### src/rtl/sram_seq_pkg.sv
package sram_seq_pkg;

  typedef enum logic [2:0] {
    ST_IDLE     = 3'd0,
    ST_RD_ACC   = 3'd1,
    ST_RD_TURN  = 3'd2,
    ST_WR_PULSE = 3'd3,
    ST_WR_HOLD  = 3'd4
  } seq_state_e;

  // Round a nanosecond minimum up to whole clock cycles, never below one.
  function automatic int unsigned ns_to_cyc(input int unsigned ns,
                                            input int unsigned per_ns);
    int unsigned c;
    c = (ns + per_ns - 1) / per_ns;
    return (c == 0) ? 1 : c;
  endfunction

  function automatic int unsigned max2(input int unsigned a, input int unsigned b);
    return (a > b) ? a : b;
  endfunction

  function automatic int unsigned max3(input int unsigned a, input int unsigned b,
                                       input int unsigned c);
    return max2(max2(a, b), c);
  endfunction

  // Read window: access time and cycle time both bound it.
  function automatic int unsigned rd_cycles(input int unsigned t_acc,
                                            input int unsigned t_cyc,
                                            input int unsigned per_ns);
    return max2(ns_to_cyc(t_acc, per_ns), ns_to_cyc(t_cyc, per_ns));
  endfunction

  // Write pulse: pulse width, address-valid window, and one undriven cycle
  // followed by the data setup window.
  function automatic int unsigned wp_cycles(input int unsigned t_wp,
                                            input int unsigned t_aw,
                                            input int unsigned t_ds,
                                            input int unsigned per_ns);
    return max3(ns_to_cyc(t_wp, per_ns), ns_to_cyc(t_aw, per_ns),
                1 + ns_to_cyc(t_ds, per_ns));
  endfunction

  // Hold after the write ends: address hold, and the rest of the cycle time.
  function automatic int unsigned hold_cycles(input int unsigned t_ah,
                                              input int unsigned t_cyc,
                                              input int unsigned wp,
                                              input int unsigned per_ns);
    int unsigned rest;
    rest = (ns_to_cyc(t_cyc, per_ns) > wp) ? ns_to_cyc(t_cyc, per_ns) - wp : 1;
    return max3(ns_to_cyc(t_ah, per_ns), rest, 1);
  endfunction

endpackage

### src/rtl/sram_phase_timer.sv
module sram_phase_timer #(
  parameter int unsigned CNT_W = 4
) (
  input  logic             clk,
  input  logic             rst,
  input  logic             load,
  input  logic [CNT_W-1:0] load_val,
  output logic             done
);
  logic [CNT_W-1:0] cnt_q;

  always_ff @(posedge clk) begin
    if (rst) begin
      cnt_q <= '0;
    end else if (load) begin
      cnt_q <= load_val;
    end else if (cnt_q != '0) begin
      cnt_q <= cnt_q - 1'b1;
    end
  end

  assign done = (cnt_q == '0);
endmodule

### src/rtl/sram_req_latch.sv
module sram_req_latch #(
  parameter int unsigned AW = 10,
  parameter int unsigned DW = 4
) (
  input  logic          clk,
  input  logic          rst,
  input  logic          capture,
  input  logic [AW-1:0] addr_in,
  input  logic [DW-1:0] data_in,
  output logic [AW-1:0] addr_q,
  output logic [DW-1:0] data_q
);
  always_ff @(posedge clk) begin
    if (rst) begin
      addr_q <= '0;
      data_q <= '0;
    end else if (capture) begin
      addr_q <= addr_in;
      data_q <= data_in;
    end
  end
endmodule

### src/rtl/sram_rd_capture.sv
module sram_rd_capture #(
  parameter int unsigned DW = 4
) (
  input  logic          clk,
  input  logic          rst,
  input  logic          strobe,
  input  logic [DW-1:0] din,
  output logic          valid,
  output logic [DW-1:0] dout
);
  always_ff @(posedge clk) begin
    if (rst) begin
      valid <= 1'b0;
      dout  <= '0;
    end else begin
      valid <= strobe;
      if (strobe) dout <= din;
    end
  end
endmodule

### src/rtl/sram_seq_ctrl.sv
module sram_seq_ctrl
  import sram_seq_pkg::*;
#(
  parameter int unsigned AW        = 10,
  parameter int unsigned DW        = 4,
  parameter int unsigned CLK_NS    = 20,
  parameter int unsigned T_ACC_NS  = 25,
  parameter int unsigned T_CYC_NS  = 25,
  parameter int unsigned T_WP_NS   = 20,
  parameter int unsigned T_AW_NS   = 20,
  parameter int unsigned T_DS_NS   = 12,
  parameter int unsigned T_AH_NS   = 5,
  parameter int unsigned T_REL_NS  = 8
) (
  input  logic          clk,
  input  logic          rst,
  input  logic          req_valid,
  output logic          req_ready,
  input  logic          req_write,
  input  logic [AW-1:0] req_addr,
  input  logic [DW-1:0] req_wdata,
  output logic          rsp_valid,
  output logic [DW-1:0] rsp_rdata,
  output logic [AW-1:0] mem_addr,
  output logic          mem_cs_n,
  output logic          mem_we_n,
  output logic          mem_dq_oe,
  output logic [DW-1:0] mem_dq_out,
  input  logic [DW-1:0] mem_dq_in
);
  localparam int unsigned RD_CYC   = rd_cycles(T_ACC_NS, T_CYC_NS, CLK_NS);
  localparam int unsigned WP_CYC   = wp_cycles(T_WP_NS, T_AW_NS, T_DS_NS, CLK_NS);
  localparam int unsigned HOLD_CYC = hold_cycles(T_AH_NS, T_CYC_NS, WP_CYC, CLK_NS);
  localparam int unsigned TURN_CYC = ns_to_cyc(T_REL_NS, CLK_NS);
  localparam int unsigned MAX_CYC  = max2(max2(RD_CYC, WP_CYC), max2(HOLD_CYC, TURN_CYC));
  localparam int unsigned CNT_W    = $clog2(MAX_CYC + 1);

  localparam logic [CNT_W-1:0] LD_RD   = CNT_W'(RD_CYC - 1);
  localparam logic [CNT_W-1:0] LD_WP   = CNT_W'(WP_CYC - 1);
  localparam logic [CNT_W-1:0] LD_HOLD = CNT_W'(HOLD_CYC - 1);
  localparam logic [CNT_W-1:0] LD_TURN = CNT_W'(TURN_CYC - 1);

  seq_state_e state_q;
  logic       cs_n_q, we_n_q, oe_q;

  // Named internal events
  logic             t_done;
  logic             ev_accept;
  logic             ev_rd_sample;
  logic             ev_wr_end;
  logic             ev_turn_end;
  logic             ev_hold_end;
  logic             t_load;
  logic [CNT_W-1:0] t_load_val;

  assign req_ready    = (state_q == ST_IDLE);
  assign ev_accept    = req_valid && req_ready;
  assign ev_rd_sample = (state_q == ST_RD_ACC)   && t_done;
  assign ev_wr_end    = (state_q == ST_WR_PULSE) && t_done;
  assign ev_turn_end  = (state_q == ST_RD_TURN)  && t_done;
  assign ev_hold_end  = (state_q == ST_WR_HOLD)  && t_done;

  assign t_load = ev_accept || ev_rd_sample || ev_wr_end;

  always_comb begin
    if (ev_accept)         t_load_val = req_write ? LD_WP : LD_RD;
    else if (ev_rd_sample) t_load_val = LD_TURN;
    else                   t_load_val = LD_HOLD;
  end

  sram_phase_timer #(.CNT_W(CNT_W)) u_timer (
    .clk      (clk),
    .rst      (rst),
    .load     (t_load),
    .load_val (t_load_val),
    .done     (t_done)
  );

  sram_req_latch #(.AW(AW), .DW(DW)) u_latch (
    .clk     (clk),
    .rst     (rst),
    .capture (ev_accept),
    .addr_in (req_addr),
    .data_in (req_wdata),
    .addr_q  (mem_addr),
    .data_q  (mem_dq_out)
  );

  sram_rd_capture #(.DW(DW)) u_rdcap (
    .clk    (clk),
    .rst    (rst),
    .strobe (ev_rd_sample),
    .din    (mem_dq_in),
    .valid  (rsp_valid),
    .dout   (rsp_rdata)
  );

  always_ff @(posedge clk) begin
    if (rst) begin
      state_q <= ST_IDLE;
      cs_n_q  <= 1'b1;
      we_n_q  <= 1'b1;
      oe_q    <= 1'b0;
    end else begin
      unique case (state_q)
        ST_IDLE: begin
          if (ev_accept) begin
            cs_n_q <= 1'b0;
            if (req_write) begin
              we_n_q  <= 1'b0;
              state_q <= ST_WR_PULSE;
            end else begin
              state_q <= ST_RD_ACC;
            end
          end
        end
        ST_RD_ACC: begin
          if (ev_rd_sample) begin
            cs_n_q  <= 1'b1;
            state_q <= ST_RD_TURN;
          end
        end
        ST_RD_TURN: begin
          if (ev_turn_end) state_q <= ST_IDLE;
        end
        ST_WR_PULSE: begin
          oe_q <= 1'b1;
          if (ev_wr_end) begin
            cs_n_q  <= 1'b1;
            we_n_q  <= 1'b1;
            state_q <= ST_WR_HOLD;
          end
        end
        ST_WR_HOLD: begin
          if (ev_hold_end) begin
            oe_q    <= 1'b0;
            state_q <= ST_IDLE;
          end
        end
        default: state_q <= ST_IDLE;
      endcase
    end
  end

  assign mem_cs_n  = cs_n_q;
  assign mem_we_n  = we_n_q;
  assign mem_dq_oe = oe_q;
endmodule

### config.mk
export PLATFORM = sky130hd
export DESIGN_NAME = sram_seq_ctrl
export DESIGN_NICKNAME = d
export VERILOG_FILES = /design/src/rtl/sram_seq_pkg.sv /design/src/rtl/sram_phase_timer.sv /design/src/rtl/sram_req_latch.sv /design/src/rtl/sram_rd_capture.sv /design/src/rtl/sram_seq_ctrl.sv
export SDC_FILE = /design/constraint.sdc
export NUM_CORES = 1
export LEC_CHECK = 0
export ABC_AREA = 1
export BUFFER_PORTS_ARGS = -buffer_cell sky130_fd_sc_hd__buf_2
export CORE_UTILIZATION = 30
export CTS_BUF_LIST = sky130_fd_sc_hd__clkbuf_2
export DETAILED_ROUTE_END_ITERATION = 10
export HOLD_SLACK_MARGIN = 0.06
export RECOVER_POWER = 100
export SYNTH_ARGS = -nofsm -noshare
export SYNTH_HDL_FRONTEND = slang
export SYNTH_SLANG_ARGS = --single-unit
### constraint.sdc
create_clock -name clk -period 2.3 [get_ports clk]
set_clock_uncertainty 0.15 [all_clocks]
set_input_delay 0.115 -clock clk [delete_from_list [all_inputs] [get_ports clk]]
set_output_delay 0.115 -clock clk [all_outputs]
set_load 0.02 [all_outputs]
Yosys cells after proc, flatten, opt, wreduce, memory -nomap -nowiden
Cells that the tools add are included.

storage, ports and cells
  ROM bits = 0
  logic and storage cells = 57
  input bits = 22
  register bits after elaboration = 27
  latch bits = 0
  bits in writable memories = 0
  memories = 0

cells by class
  reduce and logical (&&, ||, !) cells = 18
  muxes and demuxes = 19
  bitwise gates (word level) = 0
  shift-type cells = 0
  multipliers = 0
  divide/modulo/power cells = 0
  add/subtract/negate cells = 1
  magnitude comparators = 0
  eq/ne operators = 10

operators by type and width
  kind                                                   count
  2-to-1 mux 3 bit                                       5
  one-hot mux 3 bit (5 select lines)                     1
  inequality test 2 bit, second input constant           4
  AND reduction 4 bit                                    2
  nonzero test 2 bit                                     4
  2-to-1 mux 1 bit                                       7
  equality test 3 x 2 -> 1 bit, second input constant    2
  2-to-1 mux 2 bit                                       3
  logical AND 1 bit                                      5
  AND reduction 5 bit                                    1
  inequality test 2 x 1 -> 1 bit, second input constant  2
  one-hot mux 1 bit (2 select lines)                     2
  equality test 3 x 1 -> 1 bit, second input constant    1
  equality test 3 bit, second input constant             1
  zero test 3 bit                                        1
  one-hot mux 1 bit (3 select lines)                     1
  nonzero test 3 bit                                     1
  zero test 2 bit                                        1
  logical OR 1 bit                                       2
  AND reduction 2 bit                                    1
  subtractor 2 x 1 -> 2 bit, second input constant       1

Longest topological paths before layout
  word-level depth = 5
  mapped depth = 8
  depth with buffers taken out = 8

Hierarchy
Synthesis repeated with hierarchy kept, for this count alone.

unflattened totals
  cell total of the unflattened synthesis = 180
  area total of the unflattened synthesis = 1,211.2 µm²

by module, submodules not included
  module            sequential area each (µm²)  area an instance (µm²)  cells an instance  instances
  sram_req_latch    280.3                       588.1                   89                 1
  sram_seq_ctrl     120.1                       301.5                   45                 1
  sram_rd_capture   100.1                       207.7                   29                 1
  sram_phase_timer  40.0                        113.9                   17                 1

Worst setup path after synthesis
OpenSTA, ideal clock, no wires.

  path type = reg-to-reg
  start = reg state_q[2]
  end = reg state_q[1]
  buffers on the path = 0
  setup time = 0.113 ns
  clock period less this slack = 1.269 ns
  path slack = 1.031 ns
  arrival time = 1.006 ns
  stages on the path, launching flop included = 9
  cells stage by stage = dfxtp_1 -> nor2_4 -> nand2_4 -> inv_1 -> nand2_1 -> nand2_1 -> nand2_1 -> nand2_1 -> nor2_1

between the ends
  cells in the longest elaborated chain, start to end = 4

ends and longest elaborated chain
  element                                          line                  RTL
  from (decl)                                      sram_seq_ctrl.sv:43   seq_state_e state_q;
  from (signal assigned)                           sram_seq_ctrl.sv:100  state_q <= ST_IDLE;
  from (signal assigned)                           sram_seq_ctrl.sv:111  state_q <= ST_WR_PULSE;
  from (signal assigned)                           sram_seq_ctrl.sv:113  state_q <= ST_RD_ACC;
  zero test 3 bit (*)                              sram_seq_ctrl.sv:56   assign req_ready = (state_q == ST_IDLE);
  net req_ready                                    sram_seq_ctrl.sv:18   output logic req_ready,
  logical AND 1 bit                                sram_seq_ctrl.sv:57   assign ev_accept = req_valid && req_ready;
  inequality test 2 x 1 -> 1 bit (no source line)  n/a
  AND reduction 5 bit (no source line)             n/a

Mark *: on every way through the listed nets, which the timed path passes. The rest lies on a longest branch.
A chain may end at the register's enable or synchronous reset.

Final worst setup path
  start = reg state_q[1]
  end = reg cs_n_q (netlist: mem_cs_n)

between the ends
  cells in the longest elaborated chain, start to end = 4

ends and longest elaborated chain
  element                                                                                          line                                                           RTL
  equality test 3 x 2 -> 1 bit (tied with other cells)                                             sram_seq_ctrl.sv:59, sram_seq_ctrl.sv:105
  logical AND 1 bit, on equally long branches                                                      sram_seq_ctrl.sv:59, sram_seq_ctrl.sv:57, sram_seq_ctrl.sv:58
  inequality test 2 bit (no source line) / inequality test 2 x 1 -> 1 bit (equally long branches)  n/a
  AND reduction 4 bit (no source line)                                                             n/a
  to (signal assigned)                                                                             sram_seq_ctrl.sv:101                                           cs_n_q <= 1'b1;
  to (signal assigned)                                                                             sram_seq_ctrl.sv:108                                           cs_n_q <= 1'b0;
  to (signal assigned)                                                                             sram_seq_ctrl.sv:119                                           cs_n_q <= 1'b1;
  to (decl)                                                                                        sram_seq_ctrl.sv:44                                            logic cs_n_q, we_n_q, oe_q;

Parallel ways exist; a longest one is shown, timed or not.

==> impl_metrics.toml <==
[setup_path]
critPathLaunchType = "flip-flop"
cp.required_ps = 2430
endpoint_kind = "flip-flop"
arrival_ps = 1890
path_max_fanout = 17
rrSetupSlack_ps = 540
worstSetupPathType = "flip-flop to flip-flop"

[hold_path]
hold_class = "input port to flip-flop"

[route]
drc_errors = 0
drt-pass1-iter-count = 4
finalWirelength_um = 2660
ant_nets = 0
via_count = 1113
wire_per_inst_um = 10.3
drtIter0Drc = 34
via_per_inst = 4.31

[placed_design]
io_buffers = 44
dp_hpwl_um = 1800
dp.cells = 234
placed_cell_area_um2 = 1370
gpl.final_weighted_congestion = 0.824

[die]
pin_count = 45
start_util_pct = 32.5
dieArea_um2 = 4010
die_h_um = 63.3
die_w_um = 63.3
core_um2 = 3470
rows = 21

[grt]
grt.busiest_layer = "met2"
grt_max_degree = 23
grt_usage_pct = 14.1
grt_util_met1_pct = 17.5
overflow = 0
antenna_found_initial = 0
use_met2_pct = 24.1
grt_use_met3_pct = 4.53
grt_pass1_wl_um = 4570
grt_pass1_vias = 1089

[power]
combPwrFrac_pct = 41.7
fin_total_pwr_mw = 1.41
p_sw_uw = 600
p_sw_share_pct = 42.6
pwr-share-clk_pct = 13.6
power_density_nw_per_um2 = 913
power_frac_seq_pct = 44.7
p_int_uw = 807
p_leak_nw = 0.718
ir_drop_uv = 401

[status]
status = "completed"

[clock_tree]
clkSlewWorstSetupHoldPaths_ps = 250
cts_buffers = 3
cts_resized = 0
cts.sinks = 27
insertion_delay_ps = 360
root_buffer = "clkbuf_2"
htree_num_levels = 1
tritoncts = "yes"
cts_buffer_depth = 2
hold_buffers = 20
cts_setup_buffers = 0

[yosys]
yosysWarningCount = 0
yosysUniqueCellTypes = 22
syn_avg_cell_area_um2 = 7.62
synthArstFlopShare_pct = 0
syn_area_um2 = 1130
ys_seq_area_share_pct = 47.9
synth-edff-count = 0
synth.net_count = 172
synth-main-ff-cell = "dfxtp_1"
syn_inst = 148
synth.ff_latch_count = 27

[job]
max_cap_viol_count = 0

[finish]
instances_no_fill = 258
n_antenna_cell = 0
num-fill-cells = 393
drive_gt1_share_pct = 14.2
nNetsFinal = 237
syn2layout_area_growth_pct = 36.6
final_cell_area_um2 = 1540

[sta]
finalCritPeriodShare_pct = 76.5
max_clock_freq_ghz = 0.568
slew_headroom_pct = 58.5
rsz0062_at_grt = "no"
slew_viol_final = 0
worst_slew_pin_slew_ps = 622
fin_setup_tns_ps = 0
finalHoldViolCount = 0
setup_viol = 0
period_minus_slack_ps = 1760
## placed cells by master (no fill, tap or decap), drive strengths merged
| cell type | netlist | routed |
|---|---|---|
| a21oi | 5 | 5 |
| buf | 2 | 21 |
| clkbuf | 2 | 26 |
| dfxtp | 27 | 27 |
| dlygate4sd3 | 0 | 20 |
| ha | 2 | 2 |
| inv | 15 | 16 |
| nand2 | 20 | 20 |
| nand3 | 6 | 6 |
| nor2 | 46 | 46 |
| nor3 | 1 | 1 |
| o21ai | 21 | 21 |
| o22ai | 1 | 1 |
## worst max-delay path, stage by stage (launching register included)
cell     delay, ps
dfxtp_1        400
inv_1          170
nand2_4         80
nor2_2         480
inv_6          150
a21oi_1        160
o21ai_0         90
## sequential cells by signal, indices dropped and copies added (netlist names)
| signal | count |
|---|---|
| mem_cs_n | 1 |
| mem_dq_oe | 1 |
| mem_we_n | 1 |
| state_q | 3 |
| u_latch.addr_q | 10 |
| u_latch.data_q | 4 |
| u_rdcap.dout | 4 |
| u_rdcap.valid | 1 |
| u_timer.cnt_q | 2 |
## cells in the mapped netlist, types with 2 or more instances
| cell type | count | area share, % |
|---|---|---|
| nand2_1 | 17 | 5.7 |
| nand2_2 | 2 | 1.1 |
| inv_2 | 2 | 0.67 |
| inv_1 | 12 | 4.0 |
| nand3_1 | 6 | 2.7 |
| a21oi_1 | 4 | 1.8 |
| dfxtp_1 | 27 | 48 |
| ha_1 | 2 | 2.2 |
| buf_8 | 2 | 2.7 |
| o21ai_0 | 18 | 8.0 |
| o21ai_1 | 3 | 1.3 |
| nor2_1 | 43 | 14 |
## power groups by stage
| stage | logic, mW | clock network, mW | registers, mW |
|---|---|---|---|
| after global placement | 0.605 | 0 | 0.640 |
| after floorplan | 0.367 | 0 | 0.733 |
| after global routing | 0.660 | 0.226 | 0.642 |
| after CTS | 0.637 | 0.204 | 0.630 |
| after detailed placement | 0.609 | 0 | 0.639 |
| final | 0.587 | 0.192 | 0.628 |
## layout make-up
class                           count  area [um2]  area share (%)
Sequential cell                    27         541            35.1
Multi-Input combinational cell    102         465            30.2
Timing Repair Buffer               64         392            25.4
Inverter                           15        61.3            3.98
Tap cell                           46        57.6            3.74
Clock buffer                        3        15.0           0.975
Clock inverter                      1        8.76           0.569
## stage by stage
step	setup WS, ps	utilization (%)	hold slack, ps
5_1_grt	374	44.4	34.4
4_1_cts	755	45.9	72.7
2_1_floorplan	1030	-	27.4
6_report	541	44.4	24.5
3_5_place_dp	908	39.4	195
3_3_place_gp	889	39.4	191
## per-layer routing
metal  vias to the layer above  routed length, um
li1                        594                  -
met1                       470               1230
met2                        47               1250
met3                         2                166
met4                         0                 11
met5                         -                  0
## cells by family (layout without fill, tap and decap cells)
logic type | count (synthesis) | after routing | share of synthesized area [%]
compound gates | 27 | 27 | 12.4
fa+ha+maj | 2 | 2 | 2.22
buf+inv | 19 | 83 | 8.88
flops | 27 | 27 | 47.9
simple gates | 73 | 73 | 28.5
## path summary, 6_finish.rpt
path,start,to,cells past startpoint
max,state_q[1]$_SDFFE_PP0P_,mem_cs_n$_SDFFE_PP1P_,6
max reg2reg,state_q[1]$_SDFFE_PP0P_,mem_cs_n$_SDFFE_PP1P_,6
min reg2reg,mem_we_n$_SDFFE_PP1P_,mem_we_n$_SDFFE_PP1P_,2
min,req_valid,mem_we_n$_SDFFE_PP1P_,6
Power figures use the tool's default switching activity.
